**src/rtl/pmic_seq_pkg.sv**
```systemverilog
package pmic_seq_pkg;
  typedef enum logic [2:0] {
    ST_PWR  = 3'd0,
    ST_IRQ  = 3'd1,
    ST_STAT = 3'd2,
    ST_CFG  = 3'd3,
    ST_CLR  = 3'd4,
    ST_DONE = 3'd5
  } seq_st_t;
endpackage

```
**src/rtl/pmic_irq_timer.sv**
```systemverilog
module pmic_irq_timer #(
  parameter int TIMEOUT_CYC = 500000
) (
  input  logic clk,
  input  logic rst,
  input  logic run_i,
  output logic expired_o
);
  localparam int CNT_W = $clog2(TIMEOUT_CYC + 1);
  localparam logic [CNT_W-1:0] LIMIT = CNT_W'(TIMEOUT_CYC);

  logic [CNT_W-1:0] cnt;

  always_ff @(posedge clk) begin
    if (rst || !run_i) cnt <= '0;
    else if (cnt != LIMIT) cnt <= cnt + 1'b1;
  end

  assign expired_o = run_i && (cnt == LIMIT);

  p_cnt_bound_r10: assert property (@(posedge clk) disable iff (rst)
    cnt <= LIMIT) else $error("timer count beyond limit");
  p_cnt_clear_r10: assert property (@(posedge clk) disable iff (rst)
    !run_i |=> cnt == '0) else $error("timer not cleared when idle");
endmodule

```
**src/rtl/pmic_cmd_table.sv**
```systemverilog
module pmic_cmd_table #(
  parameter int NUM_WR = 4,
  parameter int ADDR_W = 8,
  parameter int DATA_W = 8,
  parameter int IDX_W  = 2,
  parameter logic [NUM_WR*ADDR_W-1:0] WR_ADDRS = '0,
  parameter logic [NUM_WR*DATA_W-1:0] WR_DATAS = '0
) (
  input  logic [IDX_W-1:0]  idx_i,
  output logic [ADDR_W-1:0] addr_o,
  output logic [DATA_W-1:0] data_o
);
  logic [ADDR_W-1:0] a_arr [NUM_WR];
  logic [DATA_W-1:0] d_arr [NUM_WR];

  for (genvar g = 0; g < NUM_WR; g++) begin : g_ent
    assign a_arr[g] = WR_ADDRS[g*ADDR_W +: ADDR_W];
    assign d_arr[g] = WR_DATAS[g*DATA_W +: DATA_W];
  end

  assign addr_o = a_arr[idx_i];
  assign data_o = d_arr[idx_i];
endmodule

```
**src/rtl/pmic_bringup_seq.sv**
```systemverilog
module pmic_bringup_seq
  import pmic_seq_pkg::*;
#(
  parameter int EN_W        = 3,
  parameter int ADDR_W      = 8,
  parameter int DATA_W      = 8,
  parameter int NUM_WR      = 4,
  parameter int TIMEOUT_CYC = 500000,
  parameter logic [ADDR_W-1:0] STAT_ADDR = 8'h18,
  parameter logic [DATA_W-1:0] STAT_MASK = 8'h01,
  parameter logic [ADDR_W-1:0] CLR_ADDR  = 8'h19,
  parameter logic [NUM_WR*ADDR_W-1:0] WR_ADDRS = {8'h23, 8'h22, 8'h21, 8'h20},
  parameter logic [NUM_WR*DATA_W-1:0] WR_DATAS = {8'hD4, 8'hC3, 8'hB2, 8'hA1}
) (
  input  logic              clk,
  input  logic              rst,
  input  logic              supply_ok_i,
  input  logic              irq_n_i,
  output logic              rst_pin_o,
  output logic [EN_W-1:0]   en_o,
  output logic              cmd_req_o,
  output logic              cmd_rd_o,
  output logic [ADDR_W-1:0] cmd_addr_o,
  output logic [DATA_W-1:0] cmd_wdata_o,
  input  logic              cmd_ack_i,
  input  logic [DATA_W-1:0] cmd_rdata_i,
  output logic              done_o,
  output logic              timeout_err_o
);
  localparam int IDX_W = (NUM_WR > 1) ? $clog2(NUM_WR) : 1;
  localparam logic [IDX_W-1:0] LAST_IDX = IDX_W'(NUM_WR - 1);

  seq_st_t st;
  logic [IDX_W-1:0]  idx;
  logic [1:0]        sup_sync;
  logic [2:0]        irq_sync;
  logic              supply_seen, irq_low, irq_fall;
  logic              tmr_expired;
  logic [ADDR_W-1:0] tbl_addr;
  logic [DATA_W-1:0] tbl_data;
  logic              reg_reset_seen;

  always_ff @(posedge clk) begin
    if (rst) begin
      sup_sync <= '0;
      irq_sync <= '1;
    end else begin
      sup_sync <= {sup_sync[0], supply_ok_i};
      irq_sync <= {irq_sync[1:0], irq_n_i};
    end
  end

  assign supply_seen    = sup_sync[1];
  assign irq_low        = !irq_sync[1];
  assign irq_fall       = irq_sync[2] && !irq_sync[1];
  assign reg_reset_seen = |(cmd_rdata_i & STAT_MASK);

  pmic_irq_timer #(.TIMEOUT_CYC(TIMEOUT_CYC)) u_tmr (
    .clk      (clk),
    .rst      (rst),
    .run_i    (st == ST_IRQ),
    .expired_o(tmr_expired)
  );

  pmic_cmd_table #(
    .NUM_WR(NUM_WR), .ADDR_W(ADDR_W), .DATA_W(DATA_W), .IDX_W(IDX_W),
    .WR_ADDRS(WR_ADDRS), .WR_DATAS(WR_DATAS)
  ) u_tbl (
    .idx_i (idx),
    .addr_o(tbl_addr),
    .data_o(tbl_data)
  );

  always_ff @(posedge clk) begin
    if (rst) begin
      st            <= ST_PWR;
      rst_pin_o     <= 1'b0;
      en_o          <= '0;
      cmd_req_o     <= 1'b0;
      cmd_rd_o      <= 1'b0;
      cmd_addr_o    <= '0;
      cmd_wdata_o   <= '0;
      idx           <= '0;
      done_o        <= 1'b0;
      timeout_err_o <= 1'b0;
    end else begin
      case (st)
        ST_PWR: begin
          if (supply_seen) begin
            rst_pin_o <= 1'b1;
            st        <= ST_IRQ;
          end
        end
        ST_IRQ: begin
          if (irq_low) st <= ST_STAT;
          else if (tmr_expired) timeout_err_o <= 1'b1;
        end
        ST_STAT: begin
          if (!cmd_req_o) begin
            cmd_req_o   <= 1'b1;
            cmd_rd_o    <= 1'b1;
            cmd_addr_o  <= STAT_ADDR;
            cmd_wdata_o <= '0;
          end else if (cmd_ack_i) begin
            cmd_req_o <= 1'b0;
            cmd_rd_o  <= 1'b0;
            if (reg_reset_seen) en_o <= '0;
            idx <= '0;
            st  <= ST_CFG;
          end
        end
        ST_CFG: begin
          if (!cmd_req_o) begin
            cmd_req_o   <= 1'b1;
            cmd_rd_o    <= 1'b0;
            cmd_addr_o  <= tbl_addr;
            cmd_wdata_o <= tbl_data;
          end else if (cmd_ack_i) begin
            cmd_req_o <= 1'b0;
            if (idx == LAST_IDX) st <= ST_CLR;
            else idx <= idx + 1'b1;
          end
        end
        ST_CLR: begin
          if (!cmd_req_o) begin
            cmd_req_o   <= 1'b1;
            cmd_rd_o    <= 1'b0;
            cmd_addr_o  <= CLR_ADDR;
            cmd_wdata_o <= '1;
          end else if (cmd_ack_i) begin
            cmd_req_o <= 1'b0;
            en_o      <= '1;
            done_o    <= 1'b1;
            st        <= ST_DONE;
          end
        end
        ST_DONE: begin
          if (irq_fall) begin
            done_o <= 1'b0;
            st     <= ST_IRQ;
          end
        end
        default: st <= ST_PWR;
      endcase
    end
  end

  p_hold_fields_r5: assert property (@(posedge clk) disable iff (rst)
    cmd_req_o && !cmd_ack_i |=> cmd_req_o && $stable(cmd_addr_o)
      && $stable(cmd_wdata_o) && $stable(cmd_rd_o))
    else $error("command changed before acknowledge");
  p_drop_after_ack_r11: assert property (@(posedge clk) disable iff (rst)
    cmd_req_o && cmd_ack_i |=> !cmd_req_o)
    else $error("request held after acknowledge");
  p_no_cmd_in_reset_r2: assert property (@(posedge clk) disable iff (rst)
    cmd_req_o |-> rst_pin_o)
    else $error("command while device held in reset");
  p_release_stays_r2: assert property (@(posedge clk) disable iff (rst)
    rst_pin_o |=> rst_pin_o)
    else $error("reset pin dropped after release");
  p_done_en_r7: assert property (@(posedge clk) disable iff (rst)
    done_o |-> en_o == '1)
    else $error("done without all enables");
  p_err_sticky_r10: assert property (@(posedge clk) disable iff (rst)
    timeout_err_o |=> timeout_err_o)
    else $error("timeout flag cleared");
endmodule

```
**config.mk**
```make
export PLATFORM = sky130hd
export DESIGN_NAME = pmic_bringup_seq
export DESIGN_NICKNAME = d
export VERILOG_FILES = /design/src/rtl/pmic_seq_pkg.sv /design/src/rtl/pmic_irq_timer.sv /design/src/rtl/pmic_cmd_table.sv /design/src/rtl/pmic_bringup_seq.sv
export SDC_FILE = /design/constraint.sdc
export NUM_CORES = 1
export LEC_CHECK = 0
export BUFFER_PORTS_ARGS = -buffer_cell sky130_fd_sc_hd__buf_2
export CORE_UTILIZATION = 50
export CTS_CLUSTER_DIAMETER = 30
export CTS_CLUSTER_SIZE = 24
export DETAILED_ROUTE_END_ITERATION = 8
export PLACE_DENSITY_LB_ADDON = 0.25
export SYNTH_ARGS = -nofsm -noshare
export SYNTH_HDL_FRONTEND = slang
export SYNTH_SLANG_ARGS = --single-unit
```
**constraint.sdc**
```tcl
create_clock -name clk -period 2.1 [get_ports clk]
set_input_delay 0.105 -clock clk [delete_from_list [all_inputs] [get_ports clk]]
set_output_delay 0.105 -clock clk [all_outputs]
set_load 0.005 [all_outputs]
```
# Yosys cells after proc, flatten, opt, wreduce, memory -nomap -nowiden
# Cells that the tools add are included.
[word_totals] reg_bits=53 out_inout_bits=24 word_cells=110
[op_classes] addsub=2 magnitude_cmp=1 n_eq_ne=25 muxes=47 n_bitwise=1 reduce_logical=21
[ops] operator="$mux 8" n=10
[ops] operator="$pmux 8 s3" n=2
[ops] operator="$mux 3" n=15
[ops] operator="$bmux 8 s2" n=2
[ops] operator="$ne 2x2->1 const B" n=16
[ops] operator="$add 19x1->19 const B" n=1
[ops] operator="$eq 19x19->1 const B" n=1
[ops] operator="$ne 19x19->1 const B" n=1
[ops] operator="$pmux 3 s6" n=1
[ops] operator="$reduce_and 6->1" n=2
[ops] operator="$mux 2" n=5
[ops] operator="$reduce_and 10->1" n=1
[ops] operator="$mux 1" n=8
[ops] operator="$reduce_and 4->1" n=2
[ops] operator="$reduce_bool 2->1" n=4
[ops] operator="$eq 3x2->1 const B" n=2
[ops] operator="$eq 3x3->1 const B" n=2
[ops] operator="$pmux 3 s2" n=1
[ops] operator="$reduce_and 3->1" n=2
[ops] operator="$pmux 1 s2" n=2
[ops] operator="$pmux 2 s2" n=1
[ops] operator="$eq 3x1->1 const B" n=1
[ops] operator="$ge 3x3->1 const B" n=1
[ops] operator="$logic_not 3->1" n=1
[ops] operator="11 further kinds" n=13

# Depth between registers and ports, before layout
# Gate-level depths: netlist of run 1.
[logic_depth] depth_word=6 mapped_depth=6 depth_no_buf=6

# Modules after synthesis
# From an unflattened synthesis of run 1, not the netlist that was laid out.
[hier_totals] cells_unflattened=287 hier_area_um2=2421.1
[by_module_without_submodules] module="pmic_bringup_seq" n_inst=1 cells_each=158 area_per_inst_um2=1333.8
[by_module_without_submodules] module="pmic_irq_timer" n_inst=1 cells_each=109 area_per_inst_um2=938.4
[by_module_without_submodules] module="pmic_cmd_table" n_inst=1 cells_each=20 area_per_inst_um2=148.9

# Least setup slack after synthesis of run 1
# Ideal clock, no wire load.
[synth_timing] path_type="reg2reg" from="register st[0]" to="register idx[0]" setup_ps=79 t_arrival_ps=1436 required_ps=2021 path_slack_ps=585 path_stages_with_launch=6 path_buffers=1 path_cell_list="dfxtp_1 buf_6 or3b_4 a2111oi_4 nor2_1 a211oi_2"
[synth_via] elab_chain_cells=3 elab_cells_between_ends=10 classes_between="7 x eq/ne; 1 x mux; 2 x reduce/logical"
[synth_rtl] item="from (decl)" line="pmic_bringup_seq.sv:33" rtl="seq_st_t st;"
[synth_rtl] item="from (signal assigned)" line="pmic_bringup_seq.sv:76" rtl="st <= ST_PWR;"
[synth_rtl] item="from (signal assigned)" line="pmic_bringup_seq.sv:91" rtl="st <= ST_IRQ;"
[synth_rtl] item="from (signal assigned)" line="pmic_bringup_seq.sv:95" rtl="if (irq_low) st <= ST_STAT;"
[synth_rtl] item="$eq 3x2->1" line="pmic_bringup_seq.sv:87" rtl="case (st)"
[synth_rtl] item="$ne 2x2->1 (no source line) / $reduce_bool 2->1 (equally long branches)"
[synth_rtl] item="$reduce_and 6->1 (no source line)"
[synth_rtl] item="to (signal assigned)" line="pmic_bringup_seq.sv:121" rtl="else idx <= idx + 1'b1;"
[synth_rtl] item="to (decl)" line="pmic_bringup_seq.sv:34" rtl="logic [IDX_W-1:0] idx;"
# Several ways; a longest one is shown, not always the timed one.
# A chain may end at the register's enable or synchronous reset.

# Worst setup path in the final report of run 1
[layout_timing] from="register st[1]" to="register idx[0]"
# Same word-level chain as after synthesis.

==> results of run 1 <==
==> kinds of logic after synthesis <==
kind of cell | Yosys count | share of synthesized area [%]
simple gates | 112 | 26.7
other cells | 1 | 0.168
xor+xnor | 13 | 5.10
buf+inv | 31 | 6.95
flops | 46 | 41.3
compound gates | 56 | 16.5
mux | 1 | 0.448
fa+ha+maj | 5 | 2.80
==> worst max path at each step <==
| stage | start | depth (start not counted) | end | slack, ps |
|---|---|---|---|---|
| final | st[1] | 4 | idx[0] | 380 |
| after global routing | st[1] | 4 | idx[1] | 130 |
| after CTS | st[1] | 4 | idx[0] | 390 |
| after detailed placement | st[1] | 4 | idx[0] | 410 |
| after global placement | st[1] | 4 | idx[0] | 420 |
| after floorplan | st[0] | 5 | idx[0] | 590 |
==> sequential cells by signal, indices dropped and copies added, names as in the netlist <==
name / cells
cmd_addr_o: 3
cmd_rd_o: 1
cmd_req_o: 1
cmd_wdata_o: 8
done_o: 1
en_o: 1
idx: 2
irq_sync: 3
rst_pin_o: 1
st: 3
sup_sync: 2
timeout_err_o: 1
u_tmr.cnt: 19
==> stage by stage <==
stage               hold WS, ps  util [%]  cells
CTS                        5.21      59.7    339
detailed placement          293      57.2    330
finish                     10.9      59.7    339
floorplan                   209         -    267
global route               28.3      59.7    339
global placement            289      57.2    330
==> layer usage <==
metal  part of all wire (%)  GRT usage, %  routed length (µm)
met4                    1.4          6.89                  60
met3                    4.3          4.93                 184
met1                     53          29.4                2270
met2                     42          29.4                1810
met5                      0             0                   0
==> cell usage in the layout (no fill, tap or decap), types with 4 or more instances in the layout <==
| master | n |
|---|---|
| inv_1 | 10 |
| nand4_1 | 4 |
| clkbuf_8 | 6 |
| nand3_1 | 17 |
| buf_2 | 26 |
| nand2b_1 | 4 |
| nor2_1 | 32 |
| nor2b_1 | 5 |
| xnor2_1 | 10 |
| o21ai_0 | 15 |
| a21oi_1 | 18 |
| nand2_1 | 15 |
| dfxtp_1 | 46 |
| buf_4 | 7 |
| ha_1 | 5 |
| nor3_1 | 9 |
| nor4_1 | 5 |
| a31oi_1 | 5 |
==> power groups by stage <==
stage | Clock (mW) | Sequential, mW | Combinational (mW)
finish | 0.563 | 0.888 | 0.0598
global route | 0.603 | 0.890 | 0.0663
CTS | 0.571 | 0.888 | 0.0593
detailed placement | 0 | 0.909 | 0.0580
global placement | 0 | 0.908 | 0.0578
floorplan | 0 | 0.906 | 0.0459
==> synth_stat cells, types with 3 or more instances <==
library cell,count
a211oi_1,3
a21oi_1,18
a31oi_1,5
buf_4,8
clkbuf_1,10
dfxtp_1,46
ha_1,5
inv_1,10
nand2_1,15
nand2b_1,4
nand3_1,17
nand4_1,4
nor2_1,32
nor2b_1,5
nor3_1,9
nor4_1,5
nor4b_1,3
o21a_1,3
o21ai_0,15
or2_2,3
xnor2_1,10
xor2_1,3
==> final cells by class <==
cell class | instances | area, µm²
clock inverter | 1 | 5.00
sequential | 46 | 921
timing repair buffer | 34 | 193
tap | 50 | 62.6
fill | 408 | 1670
clock buffer | 7 | 86.3
multi-input combinational | 190 | 1160
inverter | 11 | 41.3
==> impl_metrics.tcl, run 1 <==
set metrics [dict create \
    crit_path_cell_trace "or3b_4 -> a2111oi_4 -> nor2_1 -> a211oi_2" \
    antenna_found_initial 0 \
    regToRegEndpoint "idx[0]" \
    synth_top_area_share_pct 41.3 \
    cap_viol_max_count 0 \
    worstPathMaxFanout 12 \
    drv_slew 0 \
    ios 37 \
    synth_area_um2 2230 \
    post_cts_buffers 0 \
    power_mw 1.51 \
    track_usage_pct 20.4 \
    status "finished clean" \
    final_cell_area_um2 2470 \
    overflow 0 \
    synth-async-reset-ratio_pct 0 \
    clock_latency_ps 300 \
    hold_viol 0 \
    hp-class "input pin to register" \
    arrival_ps 1950 \
    power_switching_uw 340 \
    swShare_pct 22.5 \
    dr_total_vias 1867 \
    portBuffers 26 \
    grt_max_degree 29 \
    required_ps 2340 \
    antenna_cells 0 \
    fin_skew_ps 9.77 \
    rr_worst_depth 4 \
    pwr-share-comb_pct 4.0 \
    min_from "supply_ok_i" \
    htree_levels 2 \
    dp_slack_ps 410 \
    crit_family "compound AO/OA/AOI/OAI gates" \
    path_class "register to register" \
    post_dp_cell_area_um2 2370 \
    cts_hold_buf 1 \
    slew_headroom_pct 55.8 \
    end_kind "register" \
    core_um2 4140 \
    die_w_um 68.8 \
    p_leak_nw 0.871 \
    start_util_pct 53.9 \
    irDropWorstVdd_v 0.000639 \
    fin_crit_ps 1720 \
    ys_warn_count 0 \
    cpPeakStageDelay_ps 540 \
    worst-path-buf-inv 0 \
    syn_area_per_cell_um2 8.42 \
    layout.nets 306 \
    netlist_instances 265 \
    p_per_area_nw_per_um2 611 \
    synth_edf_count 0 \
    clock-sinks 46 \
    hold_depth 2 \
    synthTopCellsByArea "dfxtp_1, nor2_1, a21oi_1" \
    drt_pass1_iterations 4 \
    synth-seq-area-share_pct 41.3 \
    whs_endpoint "sup_sync[0]" \
    cts_tree "built" \
    tightest_slew_ps 646 \
    detail_route.drc_violations 0 \
    synth-main-ff-cell "dfxtp_1" \
    post-route-period-util_pct 81.7 \
    wirelength_um 4330 \
    totalNegativeSetupSlack_ps 0 \
    wire_per_inst_um 12.8 \
    die_h_um 68.8 \
    cts-resized-gates 0 \
    rows 23 \
    avgViaCountPerCell 5.51 \
    worst_setup_path_start_kind "register" \
    setup_viol 0 \
    syn2layout_area_growth_pct 10.8 \
    synth_cell_types 51 \
    crit_slowest_cell "dfxtp_1" \
    gp_congestion 0.793 \
    rr_startpoint "st[1]" \
    p_int_mw 1.17 \
    grt_pass1_vias 1553 \
    grt_pass1_wl_um 7100 \
    p_clk_share_pct 37.2 \
    clk_pin_slew_ps 90 \
    detail-route-antenna-nets 0 \
    fin_ws_ps 384 \
    rsz0062_at_grt "no" \
    ys_ff_latch 46 \
    root_buffer "clkbuf_8" \
    r2r_slack_ps 380 \
    die_area_um2 4740 \
    layout-drive-gt1-share_pct 18.0 \
    fmax_mhz 583 \
    p_seq_share_pct 58.8 \
    numCtsBuffers 5 \
    drtIter0Drc 83 \
    yosys.area.top_type "dfxtp_1" \
    hpwlAfterDp_um 3070 \
    clockBufferDepth 2 \
]
Note: power is estimated with default switching activity, not from simulation.
==> run 2: changes to the inputs <==
--- a/config.mk
+++ b/config.mk
@@ -5,6 +5,7 @@
 export SDC_FILE = /design/constraint.sdc
 export NUM_CORES = 1
 export LEC_CHECK = 0
+export ABC_AREA = 1
 export BUFFER_PORTS_ARGS = -buffer_cell sky130_fd_sc_hd__buf_2
 export CORE_UTILIZATION = 50
 export CTS_CLUSTER_DIAMETER = 30
==> constraint.sdc (replaced) <==
create_clock -name clk -period 1.5 [get_ports clk]
set_input_delay 0.075 -clock clk [delete_from_list [all_inputs] [get_ports clk]]
set_output_delay 0.075 -clock clk [all_outputs]
set_load 0.005 [all_outputs]
==> impl_metrics.tcl, run 2 <==
set metrics [dict create \
    synth_top_family_by_area "simple AND/OR/NAND/NOR gates" \
    synth-async-reset-ratio_pct 0 \
    antenna_found_initial 0 \
    yosysMostFrequentCell "nand2_1" \
    r2r_slack_ps 100 \
    netlist_instances 338 \
    die_area_um2 4890 \
    grt_pass1_vias 1925 \
    wirelength_um 4860 \
    fin_ws_ps 104 \
    cpPeakStageDelay_ps 370 \
    clockBufferDepth 2 \
    yosys.area.top_type "dfxtp_1" \
    portBuffers 26 \
    top_regs "u_tmr.cnt x19, cmd_wdata_o x8" \
    start_util_pct 52.7 \
    layout.nets 387 \
    syn2layout_area_growth_pct 13.0 \
    post_cts_buffers 0 \
    ios 37 \
    detail-route-antenna-nets 0 \
    synth_top_area_share_pct 39.9 \
    mostFrequentLayoutCells "nand2_1, nor2_1, inv_1, dfxtp_1, a21oi_1" \
    ys_warn_count 0 \
    synth-main-ff-cell "dfxtp_1" \
    die_h_um 69.9 \
    nFillCells 428 \
    hpwlAfterDp_um 3500 \
    drtIter0Drc 127 \
    worstPathMaxFanout 7 \
    cts_tree "built" \
    drt_pass1_iterations 4 \
    largest_reg_flops 19 \
    end_kind "register" \
    synth_edf_count 0 \
    clock-sinks 46 \
    p_per_area_nw_per_um2 1490 \
    cap_viol_max_count 0 \
    clock_latency_ps 310 \
    synth-xor-area-share_pct 1.14 \
    hold_depth 4 \
    required_ps 1700 \
    dp_slack_ps 28.4 \
    fin_crit_ps 1400 \
    synthTopCellsByArea "dfxtp_1, nand2_1, a21oi_1" \
    avgViaCountPerCell 5.04 \
    final_util_pct 59.5 \
    top_register "u_tmr.cnt" \
    grt_max_degree 19 \
    hold_viol 0 \
    numCtsBuffers 5 \
    rr_worst_depth 8 \
    arrival_ps 1590 \
    min_from "cmd_rdata_i[0]" \
    drv_slew 0 \
    power_mw 3.87 \
    post-route-period-util_pct 93.0 \
    gp_congestion 0.898 \
    regToRegEndpoint "u_tmr.cnt[14]" \
    dr_total_vias 2126 \
    layout-drive-gt1-share_pct 18.4 \
    synth_cell_types 29 \
    synthMuxAreaShare_pct 0 \
    grt_pass1_wl_um 8260 \
    die_w_um 69.9 \
    syn_area_per_cell_um2 6.83 \
    synth_fa_ha_area_share_pct 2.71 \
    track_usage_pct 21.1 \
    totalNegativeSetupSlack_ps 0 \
    worst_setup_path_start_kind "register" \
    rr_startpoint "u_tmr.cnt[1]" \
    fin_skew_ps 9.48 \
    fmax_mhz 717 \
    synth-compound-area-share_pct 10.7 \
    crit_slowest_cell "dfxtp_2" \
    hp-class "input pin to register" \
    htree_levels 2 \
    antenna_cells 0 \
    core_um2 4380 \
    p_leak_nw 1.12 \
    crit_path_cell_trace "ha_1 -> nand2_1 -> inv_2 -> nand3_4 -> nor2_4 -> nand2_1 -> o21ai_0 -> a21oi_1" \
    synthTopCellsByCount "nand2_1, dfxtp_1, nor2_1" \
    status "finished clean" \
    root_buffer "clkbuf_8" \
    rows 24 \
    path_class "register to register" \
    cpMostUsedCell "nand2_1" \
    final_common_cell "nand2_1" \
    synth_area_um2 2310 \
    detail_route.drc_violations 0 \
    setup_viol 0 \
    clk_pin_slew_ps 90 \
    whs_endpoint "en_o[1]" \
    wire_per_inst_um 11.5 \
    synth-simple-area-share_pct 33.9 \
    overflow 0 \
    irDropWorstVdd_v 0.000990 \
    ys_ff_latch 46 \
    synth-seq-area-share_pct 39.9 \
]
run 2: cell count changes in the layout (fill, tap and decap cells not counted), moves of 5 or more:
cell,before,now
a21oi_1,18,33
dfxtp_1,46,40
dfxtp_2,0,6
inv_1,10,41
nand2_1,15,81
nor2_1,32,44
nor2b_1,5,0
nor3_1,9,3
nor4_1,5,0
xnor2_1,10,0
run 2: cell families after synthesis:
kind of cell    count (synthesis)
compound gates                 48
xor+xnor                        3
simple gates                  176
flops                          46
buf+inv                        59
other cells                     1
fa+ha+maj                       5
run 2: layer usage:
layer | global-route usage [%] | wire length [µm]
met1 | 24.2 | 2140
met2 | 37.2 | 2440
met3 | 4.76 | 187
met4 | 9.78 | 90
met5 | 0 | 0
run 2: worst max-delay path, delay by kind of cell (launching register included):
| kind | cells | cell delay (ps) |
|---|---|---|
| adders and majority gates | 1 | 180 |
| DFF | 1 | 370 |
| AOI/OAI and AO/OA | 2 | 210 |
| and+or+nand+nor | 4 | 420 |
| buffers and inverters | 1 | 100 |
run 2: timing repair:
action	CTS	global route
endpoints found under the hold margin	2	0
pin swaps	1	1
hold buffers	2	0
gates resized for setup	1	8
setup endpoints to repair	1	16
run 2: through the flow:
step	hold slack, ps	instances	area (µm²)
after floorplan	179	340	2320
after global placement	266	412	2480
after detailed placement	264	412	2480
after CTS	116	422	2590
after global routing	167	422	2610
final	119	422	2610
run 2: area by class of cell:
class                   instances  area [µm²]  area share, %
multi-input cells             235        1140           43.9
inverters                      45         169           6.48
flip-flops and latches         46         928           35.6
repair buffers                 36         210           8.06
clock buffers                   7        86.3           3.31
clock inverters                 1        5.00          0.192
well taps                      52        65.1           2.50
run 2: worst max-delay path by stage:
stage / from / cells past startpoint / slack (ps) / to
2_1_floorplan: u_tmr.cnt[1] / 8 / 180 / u_tmr.cnt[14]
5_1_grt: u_tmr.cnt[2] / 5 / -1 / u_tmr.cnt[11]
3_5_place_dp: u_tmr.cnt[1] / 8 / 30 / u_tmr.cnt[14]
3_3_place_gp: u_tmr.cnt[1] / 8 / 60 / u_tmr.cnt[14]
4_1_cts: u_tmr.cnt[0] / 8 / 7 / u_tmr.cnt[12]
6_report: u_tmr.cnt[1] / 8 / 100 / u_tmr.cnt[14]
run 2: report_power, final:
group,switching [mW],internal (mW)
clock,0.415,0.372
sequential,0.177,1.41
combinational,0.911,0.591
